`config.mk`:
```
export PLATFORM = sky130hd
export DESIGN_NAME = radix_walk_fsm
export DESIGN_NICKNAME = d
export VERILOG_FILES = /design/src/rtl/radix_walk_pkg.sv /design/src/rtl/rw_mask_gen.sv /design/src/rtl/rw_entry_addr.sv /design/src/rtl/rw_entry_decode.sv /design/src/rtl/rw_leaf_addr.sv /design/src/rtl/radix_walk_fsm.sv
export SDC_FILE = /design/constraint.sdc
export NUM_CORES = 1
export LEC_CHECK = 0
export BUFFER_PORTS_ARGS = -buffer_cell sky130_fd_sc_hd__buf_2
export CORE_UTILIZATION = 50
export DETAILED_ROUTE_END_ITERATION = 12
export PLACE_DENSITY_LB_ADDON = 0.2
export SETUP_SLACK_MARGIN = 0.05
export SLEW_MARGIN = 30
export SYNTH_ARGS = -nofsm -noshare
export SYNTH_HDL_FRONTEND = slang
export SYNTH_SLANG_ARGS = --single-unit
```
`constraint.sdc`:
```
create_clock -name clk -period 2.9 [get_ports clk]
set_input_delay 0.725 -clock clk [delete_from_list [all_inputs] [get_ports clk]]
set_output_delay 0.725 -clock clk [all_outputs]
set_load 0.01 [all_outputs]
```
`src/rtl/radix_walk_pkg.sv`:
```
// Package: shared constants, field positions and state type of the radix walker.
// Assumes 64-bit entries and addresses; all positions are little-endian bit numbers.
package radix_walk_pkg;
    localparam int PA_W      = 64;   // address and entry width
    localparam int PA_TOP    = 56;   // meaningful physical address bits (55:0)
    localparam int IDX_LO    = 3;    // entries are 8-byte aligned
    localparam int IDX_W     = 16;   // width of the merged index field
    localparam int BASE_W    = PA_TOP - IDX_LO;        // base kept as bits 55:3
    localparam int PG_LO     = 12;   // page offset bits
    localparam int PG_HI     = 61;   // top page-number bit
    localparam int PAGE_W    = PG_HI - PG_LO + 1;      // 50
    localparam int FMASK_W   = PA_TOP - PG_LO;         // 44
    localparam int SHIFT_W   = 6;
    localparam int MSIZE_W   = 4;
    localparam int SIZE_W    = 5;
    localparam int MASK_BIAS = 5;
    localparam int VALID_BIT = 63;
    localparam int LEAF_BIT  = 62;
    localparam int NLB_LO    = 8;    // next-level base lowest bit
    localparam int NLB_W     = PA_TOP - NLB_LO;        // 48
    localparam int NLB_PAD   = NLB_LO - IDX_LO;        // 5
    localparam int PAD_HI    = PA_W - PA_TOP;          // 8 zero bits on top

    typedef enum logic [1:0] {
        ST_IDLE,
        ST_READ_WAIT,
        ST_DECODE,
        ST_DONE
    } walk_state_e;
endpackage

```
`src/rtl/rw_mask_gen.sv`:
```
// Module: builds a vector of COUNT low ones, saturating at WIDTH.
// Assumes count is unsigned; counts at or above WIDTH give all ones.
module rw_mask_gen #(
    parameter int WIDTH = 16,
    parameter int CNT_W = 5
) (
    input  logic [CNT_W-1:0] count,
    output logic [WIDTH-1:0] mask
);
    genvar i;
    generate
        for (i = 0; i < WIDTH; i++) begin : g_bit
            // one bit per position: set when below the count
            assign mask[i] = (32'(count) > i);
        end
    endgenerate
endmodule

```
`src/rtl/rw_entry_addr.sv`:
```
// Module: forms the byte address of the next directory entry.
// The index (page number shifted right) is merged into the base's index
// field under a mask of (msize + MASK_BIAS) low ones. Purely combinational.
module rw_entry_addr
    import radix_walk_pkg::*;
(
    input  logic [BASE_W-1:0]  base,
    input  logic [MSIZE_W-1:0] msize,
    input  logic [SHIFT_W-1:0] shift,
    input  logic [PAGE_W-1:0]  page,
    output logic [PA_W-1:0]    addr
);
    localparam int CNT_W = MSIZE_W + 1;

    logic [CNT_W-1:0] mask_cnt;
    logic [IDX_W-1:0] mask;
    logic [IDX_W-1:0] idx;
    logic [IDX_W-1:0] field;

    assign mask_cnt = {1'b0, msize} + CNT_W'(MASK_BIAS);

    rw_mask_gen #(.WIDTH(IDX_W), .CNT_W(CNT_W)) u_mask (
        .count (mask_cnt),
        .mask  (mask)
    );

    // index extraction and merge into the base's index field
    always_comb begin
        idx   = IDX_W'(page >> shift);
        field = (base[IDX_W-1:0] & ~mask) | (idx & mask);
        addr  = {{PAD_HI{1'b0}}, base[BASE_W-1:IDX_W], field, {IDX_LO{1'b0}}};
    end
endmodule

```
`src/rtl/rw_entry_decode.sv`:
```
// Module: checks a directory entry's size field and forms the next base.
// Assumes the caller has already tested the valid and leaf bits.
module rw_entry_decode
    import radix_walk_pkg::*;
#(
    parameter int MIN_SIZE = 5,
    parameter int MAX_SIZE = 16
) (
    input  logic [NLB_W-1:0]   nlb,
    input  logic [SIZE_W-1:0]  size,
    input  logic [SHIFT_W-1:0] shift,
    input  logic               at_limit,
    output logic [BASE_W-1:0]  next_base,
    output logic               bad_tree
);
    // range and depth check, next base alignment
    always_comb begin
        bad_tree  = at_limit
                  || (size < SIZE_W'(MIN_SIZE))
                  || (size > SIZE_W'(MAX_SIZE))
                  || ({1'b0, size} > shift);
        next_base = {nlb, {NLB_PAD{1'b0}}};
    end
endmodule

```
`src/rtl/rw_leaf_addr.sv`:
```
// Module: forms the physical address from a leaf entry.
// Page-number bits below the remaining shift come from the address,
// the rest from the leaf's real page field. Purely combinational.
module rw_leaf_addr
    import radix_walk_pkg::*;
(
    input  logic [PA_TOP-1:0]  pte_lo,
    input  logic [SHIFT_W-1:0] shift,
    input  logic [PAGE_W-1:0]  page,
    output logic [PA_W-1:0]    phys
);
    logic [FMASK_W-1:0] fmask;

    rw_mask_gen #(.WIDTH(FMASK_W), .CNT_W(SHIFT_W)) u_fmask (
        .count (shift),
        .mask  (fmask)
    );

    // merge of real page number and address page bits
    always_comb begin
        phys = {{PAD_HI{1'b0}},
                (pte_lo[PA_TOP-1:PG_LO] & ~fmask) | (page[FMASK_W-1:0] & fmask),
                pte_lo[PG_LO-1:0]};
    end
endmodule

```
`src/rtl/radix_walk_fsm.sv`:
```
// Module: radix page-table walk controller (top).
// Takes root base, mask size and shift from setup, reads one 8-byte entry
// per level over a request/acknowledge port, and ends on a leaf, an invalid
// entry, a malformed size or the depth limit. Assumes rd_ack only arrives
// while rd_req is high.
module radix_walk_fsm
    import radix_walk_pkg::*;
#(
    parameter int MAX_LEVELS = 4,
    parameter int MIN_SIZE   = 5,
    parameter int MAX_SIZE   = 16
) (
    input  logic               clk,
    input  logic               rst_n,
    input  logic               start,
    input  logic [49:0]        start_page,
    input  logic [52:0]        start_base,
    input  logic [3:0]         start_msize,
    input  logic [5:0]         start_shift,
    output logic               rd_req,
    output logic [63:0]        rd_addr,
    input  logic               rd_ack,
    input  logic [63:0]        rd_data,
    output logic               done,
    output logic               err_invalid,
    output logic               err_badtree,
    output logic [63:0]        leaf_pte,
    output logic [63:0]        phys_addr
);
    localparam int LVL_W = $clog2(MAX_LEVELS + 1);

    walk_state_e        state_q;
    logic [PAGE_W-1:0]  page_q;
    logic [BASE_W-1:0]  base_q;
    logic [MSIZE_W-1:0] msize_q;
    logic [SHIFT_W-1:0] shift_q;
    logic [LVL_W-1:0]   level_q;
    logic [PA_W-1:0]    entry_q;
    logic               err_inv_q;
    logic               err_bad_q;
    logic [PA_W-1:0]    phys_q;
    logic [PA_W-1:0]    pte_q;

    logic [PA_W-1:0]    next_addr;
    logic [PA_W-1:0]    leaf_phys;
    logic [BASE_W-1:0]  dec_base;
    logic               dec_bad;
    logic [SIZE_W-1:0]  dec_size;
    logic               at_limit;
    logic               ent_valid;
    logic               ent_leaf;

    assign dec_size  = entry_q[SIZE_W-1:0];
    assign at_limit  = (level_q == LVL_W'(MAX_LEVELS));
    assign ent_valid = entry_q[VALID_BIT];
    assign ent_leaf  = entry_q[LEAF_BIT];

    rw_entry_addr u_addr (
        .base  (base_q),
        .msize (msize_q),
        .shift (shift_q),
        .page  (page_q),
        .addr  (next_addr)
    );

    rw_entry_decode #(.MIN_SIZE(MIN_SIZE), .MAX_SIZE(MAX_SIZE)) u_dec (
        .nlb       (entry_q[PA_TOP-1:NLB_LO]),
        .size      (dec_size),
        .shift     (shift_q),
        .at_limit  (at_limit),
        .next_base (dec_base),
        .bad_tree  (dec_bad)
    );

    rw_leaf_addr u_leaf (
        .pte_lo (entry_q[PA_TOP-1:0]),
        .shift  (shift_q),
        .page   (page_q),
        .phys   (leaf_phys)
    );

    // walk sequencing: latch setup, wait for entries, step levels
    always_ff @(posedge clk) begin
        if (!rst_n) begin
            state_q <= ST_IDLE;
            page_q  <= '0;
            base_q  <= '0;
            msize_q <= '0;
            shift_q <= '0;
            level_q <= '0;
            entry_q <= '0;
        end else begin
            case (state_q)
                ST_IDLE: begin
                    if (start) begin
                        page_q  <= start_page;
                        base_q  <= start_base;
                        msize_q <= start_msize;
                        shift_q <= start_shift;
                        level_q <= '0;
                        state_q <= ST_READ_WAIT;
                    end
                end
                ST_READ_WAIT: begin
                    if (rd_ack) begin
                        entry_q <= rd_data;
                        level_q <= level_q + LVL_W'(1);
                        state_q <= ST_DECODE;
                    end
                end
                ST_DECODE: begin
                    if (!ent_valid || ent_leaf || dec_bad) begin
                        state_q <= ST_DONE;
                    end else begin
                        shift_q <= shift_q - {1'b0, dec_size};
                        msize_q <= dec_size[MSIZE_W-1:0];
                        base_q  <= dec_base;
                        state_q <= ST_READ_WAIT;
                    end
                end
                ST_DONE:  state_q <= ST_IDLE;
                default:  state_q <= ST_IDLE;
            endcase
        end
    end

    // outcome registers: cleared on accepted start, set when decoding ends the walk
    always_ff @(posedge clk) begin
        if (!rst_n) begin
            err_inv_q <= 1'b0;
            err_bad_q <= 1'b0;
            phys_q    <= '0;
            pte_q     <= '0;
        end else if (state_q == ST_IDLE && start) begin
            err_inv_q <= 1'b0;
            err_bad_q <= 1'b0;
            phys_q    <= '0;
            pte_q     <= '0;
        end else if (state_q == ST_DECODE) begin
            if (!ent_valid) begin
                err_inv_q <= 1'b1;
            end else if (ent_leaf) begin
                pte_q  <= entry_q;
                phys_q <= leaf_phys;
            end else if (dec_bad) begin
                err_bad_q <= 1'b1;
            end
        end
    end

    assign rd_req      = (state_q == ST_READ_WAIT);
    assign rd_addr     = next_addr;
    assign done        = (state_q == ST_DONE);
    assign err_invalid = err_inv_q;
    assign err_badtree = err_bad_q;
    assign leaf_pte    = pte_q;
    assign phys_addr   = phys_q;

    // a pending request keeps its address until acknowledged
    a_r3_req_hold: assert property (@(posedge clk) disable iff (!rst_n)
        (rd_req && !rd_ack) |=> (rd_req && $stable(rd_addr)));

    // completion is a single-cycle pulse
    a_r9_done_pulse: assert property (@(posedge clk) disable iff (!rst_n)
        done |=> !done);

    // never both error kinds at once
    a_r9_one_error: assert property (@(posedge clk) disable iff (!rst_n)
        done |-> !(err_invalid && err_badtree));

    // no read is acknowledged once the depth limit has been reached
    a_r8_level_cap: assert property (@(posedge clk) disable iff (!rst_n)
        (rd_req && rd_ack) |-> (level_q < LVL_W'(MAX_LEVELS)));

    // an invalid entry leads straight to done with the invalid flag
    a_r4_invalid_ends: assert property (@(posedge clk) disable iff (!rst_n)
        (state_q == ST_DECODE && !ent_valid) |=> (done && err_invalid));

    // descending a level strictly reduces the remaining shift
    a_r6_shift_shrinks: assert property (@(posedge clk) disable iff (!rst_n)
        (state_q == ST_DECODE && ent_valid && !ent_leaf && !dec_bad)
        |=> (rd_req && shift_q < $past(shift_q)));

    // a start during a walk leaves the latched address alone
    a_r10_busy_start: assert property (@(posedge clk) disable iff (!rst_n)
        (state_q != ST_IDLE && start) |=> $stable(page_q));
endmodule

```
After elaboration in Yosys (flattened, before gate mapping)
Index checks and enable logic that the tools add are counted.
- register bits: 303
- output and inout bits: 196
- add/sub/neg operators: 3
- $lt $le $gt $ge: 63
- equal/unequal tests: 7
- shifts and indexed selects: 1
- multiplexer cells: 16
- bitwise operators: 11
- reductions and logical operators: 19
- operators by type and width (kind ; number):
    $mux W53 ; 2
    $pmux W53 S2 ; 1
    $gt A6 B5 Y1 const B ; 16
    $and A44 B44 Y44 ; 2
    $gt A6 B6 Y1 const B ; 12
    $shr A50 B6 Y16 ; 1
    $gt A6 B4 Y1 const B ; 8
    $not A44 Y44 ; 1
    $or A44 B44 Y44 ; 1
    $gt A5 B4 Y1 const B ; 8
    $and A16 B16 Y16 ; 2
    $gt A6 B3 Y1 const B ; 4
    $gt A5 B3 Y1 const B ; 4
    $not A16 Y16 ; 1
    $or A16 B16 Y16 ; 1
    $gt A6 B1 Y1 const B ; 2
    $gt A6 B2 Y1 const B ; 2
    $mux W6 ; 2
    $pmux W6 S2 ; 1
    $gt A5 B1 Y1 const B ; 2
    $gt A5 B2 Y1 const B ; 2
    $reduce_and A3 Y1 ; 3
    $mux W4 ; 2
    $pmux W2 S4 ; 1
    24 further kinds ; 39

Logic depth before layout (Yosys ltp)
Gate-level depths: netlist (run 1).
- depth in word-level cells: 7
- mapped depth: 12
- mapped depth without buffers: 8

Modules after synthesis
Synthesis (run 1) repeated with hierarchy kept, for this count alone.
- cells, all modules: 2079
- area, all modules: 17182.7 µm²
- modules (own cells, without submodules) (module ; times used ; cells each ; area an instance (µm²)):
    radix_walk_fsm ; 1 ; 1467 ; 11956.5
    rw_entry_addr ; 1 ; 362 ; 3263.1
    rw_leaf_addr ; 1 ; 65 ; 814.5
    rw_entry_decode ; 1 ; 77 ; 555.5
    rw_mask_gen at u_leaf.u_fmask ; 1 ; 81 ; 450.4
    rw_mask_gen at u_addr.u_mask ; 1 ; 27 ; 142.6

Worst setup path after synthesis (run 1)
No wires, ideal clock.
- path type: register to output
- from: reg msize_q[0]
- to: out rd_addr[14]
- arrival: 2.488 ns
- data required time: 2.175 ns
- path slack: -0.313 ns
- stages on the path, launching flop included: 10
- cells stage by stage: dfxtp_1 clkbuf_1 inv_1 ha_1 clkbuf_1 nor3b_1 o22ai_1 a21boi_0 nor2_1 a31oi_1
- longest elaborated chain between the ends: 5
- elaborated cells between the ends (all ways): 6
- RTL lines (element ; line ; source):
    start, declared ; radix_walk_fsm.sv:35 ; logic [MSIZE_W-1:0] msize_q;
    start signal, assigned ; radix_walk_fsm.sv:98 ; msize_q <= start_msize;
    start signal, assigned ; radix_walk_fsm.sv:116 ; msize_q <= dec_size[MSIZE_W-1:0];
    $add A4 B3 Y5 (*) ; rw_entry_addr.sv:20 ; assign mask_cnt = {1'b0, msize} + CNT_W'(MASK_BIAS);
    $gt A5 B4 Y1 (*) ; rw_mask_gen.sv:14 ; assign mask[i] = (32'(count) > i);
    $not A16 Y16 ; rw_entry_addr.sv:30 ; field = (base[IDX_W-1:0] & ~mask) | (idx & mask);
    $and A16 B16 Y16 ; rw_entry_addr.sv:30 ;
    $or A16 B16 Y16 (*) ; rw_entry_addr.sv:30 ;
    end, declared ; radix_walk_fsm.sv:21 ; output logic [63:0] rd_addr,
Every way passes the cells marked *; elsewhere a longest branch is shown, timed or not.

Worst setup path after layout (run 1)
- from: reg shift_q[1]
- to: out rd_addr[4]
- longest elaborated chain between the ends: 3
- RTL lines (element ; line ; source):
    start, declared ; radix_walk_fsm.sv:36 ; logic [SHIFT_W-1:0] shift_q;
    start signal, assigned ; radix_walk_fsm.sv:99 ; shift_q <= start_shift;
    start signal, assigned ; radix_walk_fsm.sv:115 ; shift_q <= shift_q - {1'b0, dec_size};
    $shr A50 B6 Y16 ; rw_entry_addr.sv:29 ; idx = IDX_W'(page >> shift);
    $and A16 B16 Y16 ; rw_entry_addr.sv:30 ;
    $or A16 B16 Y16 ; rw_entry_addr.sv:30 ;
Every way passes these cells.

==> out/results.tsv, run 1 <==
stage	metric	value	unit
detailed_routing	Initial DRC Count	1351	
worst_hold_path	Hold Path Stages	3	
yosys	leading area contributor after synthesis	dfxtp_1	
global_route	largest net degree at the start of global routing	92	
global_route	GR Util met2	0.634	
yosys	#FFs+latches synth	291	
critical_path	Startpoint Class	flop	
critical_path	CP arrival	2.78	ns
yosys	post-synthesis adder-cell area fraction	0.0104	
detailed_routing	Post-route DRC	0	
run	max cap viols	0	
cts	CTS Root Cell	clkbuf_16	
cts	Max H-tree Level	1	
critical_path	worst-path fanout max	5	
timing	final setup TNS	-8.26	ns
power	pwr dens	541	mW/mm^2
global_route	met3 usage	0.0657	
global_route	GR peak layer	met2	
yosys	Synth Area in Compound Gates	0.167	
cts	Post-CTS Hold Fix Bufs	0	
yosys	synth top area cells	dfxtp_1 (36%), nand2_1 (15%), mux2i_1 (9.6%)	
timing	Worst Setup Slack, final	-0.609	ns
timing	post-route clock period utilization	1.21	
timing	fmax	0.285	GHz
yosys	count of cell types in the netlist	69	
yosys	Synth Instances	2031	
global_route	grt total ovfl	0	
cts	clk slew on worst S/H paths	0.07	ns
detailed_routing	WL final	64.3	mm
floorplan	Die W	182	um
global_route	initial antenna violation count	2	
power	static leakage	9.06	nW
critical_path	critical path class	reg2out	
critical_path	R2R cell count	10	
global_route	vias in the first global route	16000	
cells_and_area	area of the multi-input gates	0.00959	mm^2
critical_path	CP endpoint kind	output pin	
floorplan	die height	182	um
global_route	GRT Util Overall	0.378	
yosys	Syn Area/Cell	8.02	um^2
detailed_routing	First-pass DRT Iterations	6	
cells_and_area	Nets	2608	
yosys	Top FF cell, synth	dfxtp_1	
timing	clk_skew	0.0314	ns
power	Worst VDD drop	0.000451	V
cts	Clock Sink Count	291	
detailed_routing	via count	16600	
status	outcome	finished, violations left	
timing	Hold Vio Cnt, Final	0	
cells_and_area	ratio of cells with drive above 1 in the final layout	0.306	
timing	final setup vio count	16	
placement	post-detail-place hpwl	48.8	mm
cts	total CTS buffers	31	
status	failing checks	negative setup slack	
cells_and_area	synthesis-to-layout area growth	27.7	%
floorplan	CORE AREA	0.0318	mm^2
floorplan	Site Rows	65	
global_route	global-route wire length before repair	96.2	mm
cts	worst skew pair latency	0.60	ns
timing	RSZ-0062 raised after global routing	true	
yosys	YS warnings	0	
yosys	mapped cell area	0.0163	mm^2
placement	GP Congestion	1.02	
yosys	largest family of logic cells by synthesized area	simple AND/OR/NAND/NOR gates	
placement	Buffers on Ports	357	
timing	Max Slew Vio Count	0	
floorplan	number of top-level pins	377	
yosys	Post-synth EDFFs	0	
cells_and_area	filler instances	2704	
floorplan	Die ar.	0.0333	mm^2
detailed_routing	antenna-violating nets left	0	
yosys	mux cell area share after synthesis	0.168	
detailed_routing	Via density	5.78	
cts	CTS tree	done	
cells_and_area	FF+latch area	0.00584	mm^2
power	Overall Power	11.2	mW
cts	Bufs on Longest Clock Path	3	
floorplan	Initial Utilization	0.512	
yosys	top cell type's share of synthesized area	0.358	
worst_hold_path	Hold WC Path Type	in2reg	
yosys	Seq/Total Area, Yosys	0.358	
yosys	Synth async-reset ratio	0	
timing	Slew Limit Headroom	0.513	
timing	min cycle time layout	3.51	ns
timing	Worst Tran Pin Value	0.727	ns
detailed_routing	drt wl/cell	22.4	um
critical_path	WP data required	2.17	ns
yosys	Simple-Gate Fraction of Synth Area	0.213	
global_route	grt met1 use	0.488	
yosys	XOR/XNOR Fraction of Synth Area	0.00161	
## what timing repair did
item / 4_1_cts / 5_1_grt
cloned: 2 / 1
pin swaps: 14 / 13
endpoints found under the setup margin: 17 / 35
gates resized for setup: 55 / 38
buffers inserted: 13 / 13
## power by group
group | switching [mW] | leakage, nW | internal, mW | total (mW)
sequential | 0.234 | 2.37 | 4.16 | 4.40
clock | 1.72 | 0.527 | 2.60 | 4.32
combinational | 1.40 | 6.16 | 1.13 | 2.53
## path summary, 6_finish.rpt
check                            startpoint  slack [ns]                        end
setup / recovery    shift_q[1]$_SDFFE_PN0P_       -0.61                 rd_addr[4]
setup reg to reg    shift_q[2]$_SDFFE_PN0P_        0.19    base_q[39]$_SDFFE_PN0P_
hold reg to reg   leaf_pte[53]$_SDFFE_PP0P_        0.45  leaf_pte[53]$_SDFFE_PP0P_
hold / removal               start_page[14]        0.37    page_q[14]$_SDFFE_PN0P_
## worst max-delay path, stage by stage, from the launching register on
cell     delay, ns
dfxtp_4       0.39
buf_4         0.16
buf_12        0.12
mux4_2        0.54
mux2i_1       0.18
buf_4         0.15
o22ai_1       0.08
o32ai_1       0.28
nor2_1        0.12
buf_2         0.16
## Yosys cell counts (15+ instances only)
master      n
dfxtp_1   291
mux4_2     48
clkbuf_1  112
a21oi_1    97
a21boi_0  124
nor2b_1    15
a211oi_1   41
buf_2      21
o21ai_0    44
mux2i_1   157
nand2_1   671
buf_4      75
nor3_1     25
inv_1      15
nor2_1     84
## final cells by class
class | count | share of cell area
Multi-Input combinational cell | 1510 | 0.461
Sequential cell | 291 | 0.281
Timing Repair Buffer | 562 | 0.176
Clock buffer | 43 | 0.0414
Tap cell | 435 | 0.0262
Clock inverter | 11 | 0.0109
Inverter | 18 | 0.00325
Antenna cell | 2 | 0.000241
## cell families after synthesis
family          count (synthesis)
xor+xnor                        3
other cells                     1
buf+inv                       248
fa+ha+maj                      13
simple gates                  861
mux                           213
compound gates                401
flops                         291
## sequential cells by signal (all words and copies together) (netlist names)
name	count
err_invalid	1
err_badtree	1
entry_q	64
leaf_pte	63
msize_q	4
base_q	53
level_q	3
shift_q	6
page_q	50
state_q	2
phys_addr	44
## routing by layer
layer  wire length (um)  part of all wire
met1              26600              0.41
met2              29900              0.47
met3               5080             0.079
met4               2710             0.042
met5                  0                 0
## through the flow
stage                     cells  hold WS [ns]  worst slack (ns)   util  instance area (um^2)
after floorplan            2049         0.432            0.0719      -                 16400
after global placement     2790         0.436            -0.202  0.599                 19000
after detailed placement   2790         0.443            -0.195  0.599                 19000
after CTS                  2858         0.357            -0.639  0.645                 20500
after global routing       2872         0.385            -0.658  0.654                 20800
final                      2872         0.368            -0.609  0.654                 20800
## placed cells by master, fill, tap and decap left out, types with 5 or more instances in the layout
cell type / count
o21ai_0: 40
and2_1: 8
mux2i_4: 8
buf_2: 355
buf_6: 7
ha_1: 10
nor2_1: 84
a21oi_1: 93
nor3_1: 23
nand3_1: 10
mux2_2: 6
o31ai_1: 5
a211oi_1: 41
mux2i_2: 5
a311oi_1: 7
nor2b_1: 13
clkbuf_16: 32
a31oi_1: 6
conb_1: 19
bufinv_16: 6
mux2i_1: 144
a221oi_2: 5
clkbuf_1: 8
buf_12: 16
nand2b_1: 8
and3_1: 9
dfxtp_2: 7
o22ai_1: 9
dfxtp_1: 282
mux4_2: 48
o211ai_1: 6
nand2_1: 666
buf_4: 178
inv_1: 15
a21boi_0: 123
No activity file was read; power rests on OpenSTA's default activity.
==> inputs of run 2 (changes only) <==
- CORE_UTILIZATION: 50 -> 55
- HOLD_SLACK_MARGIN: not set -> 0.03
- SETUP_SLACK_MARGIN: 0.05 -> 0.5
- clock period: 2.9 -> 3.25 ns (I/O delays scaled with it)
==> out/results.tsv, run 2 (synthesis results as in run 1) <==
stage	metric	value	unit
status	failing checks	negative setup slack	
placement	Buffers on Ports	357	
detailed_routing	via count	16800	
global_route	global-route wire length before repair	96.4	mm
cts	Max H-tree Level	1	
floorplan	die height	174	um
timing	fmax	0.284	GHz
timing	min cycle time layout	3.52	ns
detailed_routing	Initial DRC Count	1601	
power	Worst VDD drop	0.000440	V
critical_path	worst-path fanout max	7	
detailed_routing	First-pass DRT Iterations	6	
timing	Worst Setup Slack, final	-0.267	ns
cts	Bufs on Longest Clock Path	3	
critical_path	Startpoint Class	flop	
power	Overall Power	9.84	mW
cells_and_area	FF+latch area	0.00585	mm^2
detailed_routing	WL final	63.6	mm
cts	CTS tree	done	
power	pwr dens	483	mW/mm^2
floorplan	Die W	174	um
critical_path	critical path class	reg2out	
cells_and_area	synthesis-to-layout area growth	25.2	%
cells_and_area	Nets	2552	
critical_path	Worst path max stage delay	0.56	ns
cts	Clock Sink Count	291	
cells_and_area	max reg flops	64	
floorplan	Die ar.	0.0303	mm^2
critical_path	CP arrival	2.70	ns
global_route	vias in the first global route	16400	
placement	GP Congestion	0.986	
global_route	GRT Util Overall	0.410	
critical_path	CP endpoint kind	output pin	
critical_path	CP cell instances	buf_12 > buf_12 > mux4_2 > mux2i_1 > buf_4 > a21oi_2 > o21ai_1 > buf_4 > a31oi_4 > buf_6	
cts	CTS Root Cell	clkbuf_16	
detailed_routing	Via density	6.09	
detailed_routing	drt wl/cell	23.0	um
timing	Hold Vio Cnt, Final	0	
global_route	grt total ovfl	0	
timing	Worst Tran Pin Value	1.04	ns
cts	worst skew pair latency	0.59	ns
timing	final setup TNS	-3.43	ns
cells_and_area	ratio of cells with drive above 1 in the final layout	0.297	
timing	RSZ-0062 raised after global routing	true	
critical_path	Max stage delay cell, worst path	mux4_2	
timing	Max Slew Vio Count	0	
floorplan	Site Rows	62	
cts	total CTS buffers	30	
floorplan	number of top-level pins	377	
detailed_routing	Post-route DRC	0	
cts	clk slew on worst S/H paths	0.06	ns
cells_and_area	commonest non-fill, non-tap cell in the layout	nand2_1	
floorplan	Initial Utilization	0.563	
detailed_routing	antenna-violating nets left	0	
timing	clk_skew	0.0146	ns
status	outcome	finished, violations left	
cells_and_area	largest register by flop count	entry_q	
timing	final setup vio count	16	
worst_hold_path	Hold WC Path Type	reg2reg	
timing	Slew Limit Headroom	0.305	
cts	Post-CTS Hold Fix Bufs	0	
cells_and_area	highest-count cells in the layout ignoring fill and taps	nand2_1 (667), buf_2 (354), dfxtp_1 (277)	
placement	post-detail-place hpwl	46.0	mm
critical_path	WP data required	2.44	ns
global_route	initial antenna violation count	2	
timing	post-route clock period utilization	1.08	
cells_and_area	area of the multi-input gates	0.00961	mm^2
run	max cap viols	0	
cells_and_area	filler instances	2235	
power	static leakage	8.80	nW
floorplan	CORE AREA	0.0289	mm^2
global_route	largest net degree at the start of global routing	119	
[run 2: routing by layer]
layer  part of all wire  track usage  up-vias
met5                  0            0        -
met4              0.055        0.194        0
met3              0.098       0.0934      228
met2               0.45        0.661     1011
met1               0.39        0.519     8068
li1                   -            -     7528
[run 2: power breakdown]
group	internal, mW	switching (mW)
sequential	3.71	0.244
combinational	0.982	1.22
clock	2.17	1.51
[run 2: final cells by class]
| class | count | share of cell area |
|---|---|---|
| multi-input cells | 1510 | 0.471 |
| flip-flops and latches | 291 | 0.287 |
| repair buffers | 507 | 0.162 |
| clock buffers | 41 | 0.0423 |
| well taps | 384 | 0.0236 |
| clock inverters | 13 | 0.00976 |
| inverters | 18 | 0.00356 |
| diodes | 1 | 0.000123 |
[run 2: worst paths after layout]
path	slack, ns	start	cells past startpoint	end
setup reg to reg	0.57	shift_q[1]$_SDFFE_PN0P_	12	base_q[0]$_SDFFE_PN0P_
hold reg to reg	0.45	leaf_pte[13]$_SDFFE_PP0P_	2	leaf_pte[13]$_SDFFE_PP0P_
setup / recovery	-0.27	shift_q[1]$_SDFFE_PN0P_	10	rd_addr[18]
hold / removal	0.45	leaf_pte[13]$_SDFFE_PP0P_	2	leaf_pte[13]$_SDFFE_PP0P_
[run 2: per-stage QoR]
stage | std cells | hold slack (ns) | worst slack [ns] | utilization | instance area (um^2)
2_1_floorplan | 2049 | 0.432 | 0.500 | - | 16400
3_3_place_gp | 2669 | 0.436 | 0.112 | 0.637 | 18400
3_5_place_dp | 2669 | 0.443 | 0.0572 | 0.637 | 18400
4_1_cts | 2752 | 0.451 | -0.246 | 0.695 | 20100
5_1_grt | 2765 | 0.464 | -0.346 | 0.705 | 20400
6_report | 2765 | 0.451 | -0.267 | 0.705 | 20400
[run 2: critical path: cells and delay by family, from the launching register on]
family	cells	cell delay (ns)
muxes	2	0.78
buffers and inverters	5	0.70
AOI/OAI and AO/OA	3	0.28
DFF	1	0.36
[run 2: what timing repair did]
| item | CTS | global route |
|---|---|---|
| pin swaps | 26 | 16 |
| resized for setup | 77 | 28 |
| setup endpoints to repair | 41 | 22 |
| setup buffers | 26 | 10 |
| cloned | 3 | 2 |
==> inputs of run 3 (changes only) <==
- SKIP_CTS_REPAIR_TIMING: not set -> 1
==> out/results.tsv, run 3 (synthesis results as in run 1) <==
stage	metric	value	unit
status	outcome	finished, violations left	
status	failing checks	negative setup slack	
timing	Slew Limit Headroom	0.358	
floorplan	number of top-level pins	377	
timing	clk_skew	0.0163	ns
critical_path	Startpoint Class	flop	
critical_path	Max stage delay cell, worst path	dfxtp_1	
cells_and_area	highest-count cells in the layout ignoring fill and taps	nand2_1 (668), buf_2 (354), dfxtp_1 (282)	
cells_and_area	largest register by flop count	entry_q	
power	static leakage	8.71	nW
floorplan	CORE AREA	0.0289	mm^2
critical_path	critical path class	reg2out	
cts	CTS Root Cell	clkbuf_16	
detailed_routing	via count	16700	
timing	Max Slew Vio Count	0	
global_route	largest net degree at the start of global routing	119	
power	combinational share of power	0.219	
placement	post-detail-place hpwl	46.0	mm
cts	CTS tree	done	
detailed_routing	Initial DRC Count	1648	
global_route	vias in the first global route	16100	
global_route	grt total ovfl	0	
cells_and_area	Nets	2544	
placement	Placed Cells	2669	
cts	Clock Sink Count	291	
worst_hold_path	Hold WC Path Type	reg2reg	
timing	fmax	0.279	GHz
timing	Hold Vio Cnt, Final	0	
floorplan	Initial Utilization	0.563	
timing	Worst Setup Slack, final	-0.338	ns
global_route	initial antenna violation count	2	
detailed_routing	WL final	63.2	mm
critical_path	Worst path max stage delay	0.62	ns
detailed_routing	Post-route DRC	0	
cts	Max H-tree Level	1	
critical_path	CP cell instances	mux2i_1 > mux4_2 > nor3_1 > a2111oi_4 > buf_4 > o21ai_1 > buf_2	
cells_and_area	synthesis-to-layout area growth	24.2	%
cts	total CTS buffers	30	
timing	Worst Tran Pin Value	0.959	ns
timing	final setup vio count	16	
critical_path	WP data required	2.44	ns
floorplan	Die ar.	0.0303	mm^2
power	clock group share of total power	0.377	
cts	Bufs on Longest Clock Path	3	
critical_path	CP endpoint kind	output pin	
critical_path	worst-path fanout max	8	
placement	GP Congestion	0.986	
timing	hold_ws	0.452	ns
timing	min cycle time layout	3.59	ns
placement	Buffers on Ports	357	
cells_and_area	max reg flops	64	
critical_path	CP arrival	2.78	ns
detailed_routing	First-pass DRT Iterations	6	
floorplan	Die W	174	um
floorplan	die height	174	um
floorplan	Site Rows	62	
timing	RSZ-0062 raised after global routing	true	
global_route	global-route wire length before repair	94.6	mm
power	Int Pwr	6.83	mW
detailed_routing	drt wl/cell	22.9	um
cells_and_area	ratio of cells with drive above 1 in the final layout	0.292	
run	max cap viols	0	
cts	clk slew on worst S/H paths	0.06	ns
power	switching power	2.95	mW
timing	final setup TNS	-3.83	ns
detailed_routing	Via density	6.05	
detailed_routing	antenna-violating nets left	0	
timing	post-route clock period utilization	1.10	
cts	worst skew pair latency	0.59	ns
power	Sw Share	0.302	
power	Flop pwr share	0.405	
cells_and_area	commonest non-fill, non-tap cell in the layout	nand2_1	
cells_and_area	final non-filler cell total	2757	
power	Worst VDD drop	0.000441	V
global_route	GRT Util Overall	0.403	
power	pwr dens	484	mW/mm^2
run 3: changes by cell type in the layout (fill, tap and decap cells not counted), moves of 2 or more:
cell       delta
dfxtp_2       -5
dfxtp_1       +5
buf_4         -3
mux2i_2       +2
clkbuf_16     +2
buf_6         -2
mux2i_4       -2
bufbuf_16     -2
buf_12        -3
run 3: per-stage QoR:
step / util / worst slack [ns] / instance area (um^2) / power (mW)
final: 0.699 / -0.338 / 20200 / 9.78
after global routing: 0.699 / -0.353 / 20200 / 10.1
after CTS: 0.674 / -0.546 / 19500 / 9.54
after detailed placement: 0.637 / 0.0572 / 18400 / 5.92
after global placement: 0.637 / 0.112 / 18400 / 5.90
after floorplan: - / 0.500 / 16400 / 5.18
run 3: worst paths after layout:
check                           slack [ns]  cells past startpoint                       from                         to
worst min register to register        0.45                      2  leaf_pte[49]$_SDFFE_PP0P_  leaf_pte[49]$_SDFFE_PP0P_
worst max register to register        0.57                     11    shift_q[1]$_SDFFE_PN0P_     base_q[0]$_SDFFE_PN0P_
worst min-delay path                  0.45                      2  leaf_pte[49]$_SDFFE_PP0P_  leaf_pte[49]$_SDFFE_PP0P_
worst max-delay path                 -0.34                      7    page_q[24]$_SDFFE_PN0P_                rd_addr[17]
run 3: power by group through the flow:
stage | registers (mW) | logic, mW | clock network [mW]
floorplan | 3.89 | 1.29 | 0
global placement | 4.02 | 1.88 | 0
detailed placement | 4.02 | 1.90 | 0
CTS | 3.95 | 1.91 | 3.68
global route | 3.96 | 2.27 | 3.84
finish | 3.96 | 2.14 | 3.68
run 3: worst max-delay path: cells and delay by family, from the launching register on:
kind                   cells  cell delay, ns
AOI/OAI and AO/OA          2            0.20
buffers and inverters      2            0.34
DFF                        1            0.62
muxes                      2            0.71
and+or+nand+nor            1            0.33
run 3: layout make-up:
class / instances / area [um^2]
well taps: 384 / 480
clock inverters: 13 / 199
multi-input cells: 1510 / 9590
clock buffers: 41 / 862
repair buffers: 499 / 3170
flip-flops and latches: 291 / 5850
diodes: 1 / 2.50
fillers: 2252 / 8710
inverters: 18 / 70.1
run 3: per-layer routing:
metal | vias to the layer above | global-route usage | wire length [um]
li1 | 7514 | - | -
met1 | 7990 | 0.516 | 24900
met2 | 975 | 0.658 | 28700
met3 | 205 | 0.0855 | 6390
met4 | 0 | 0.171 | 3180
met5 | - | 0 | 0
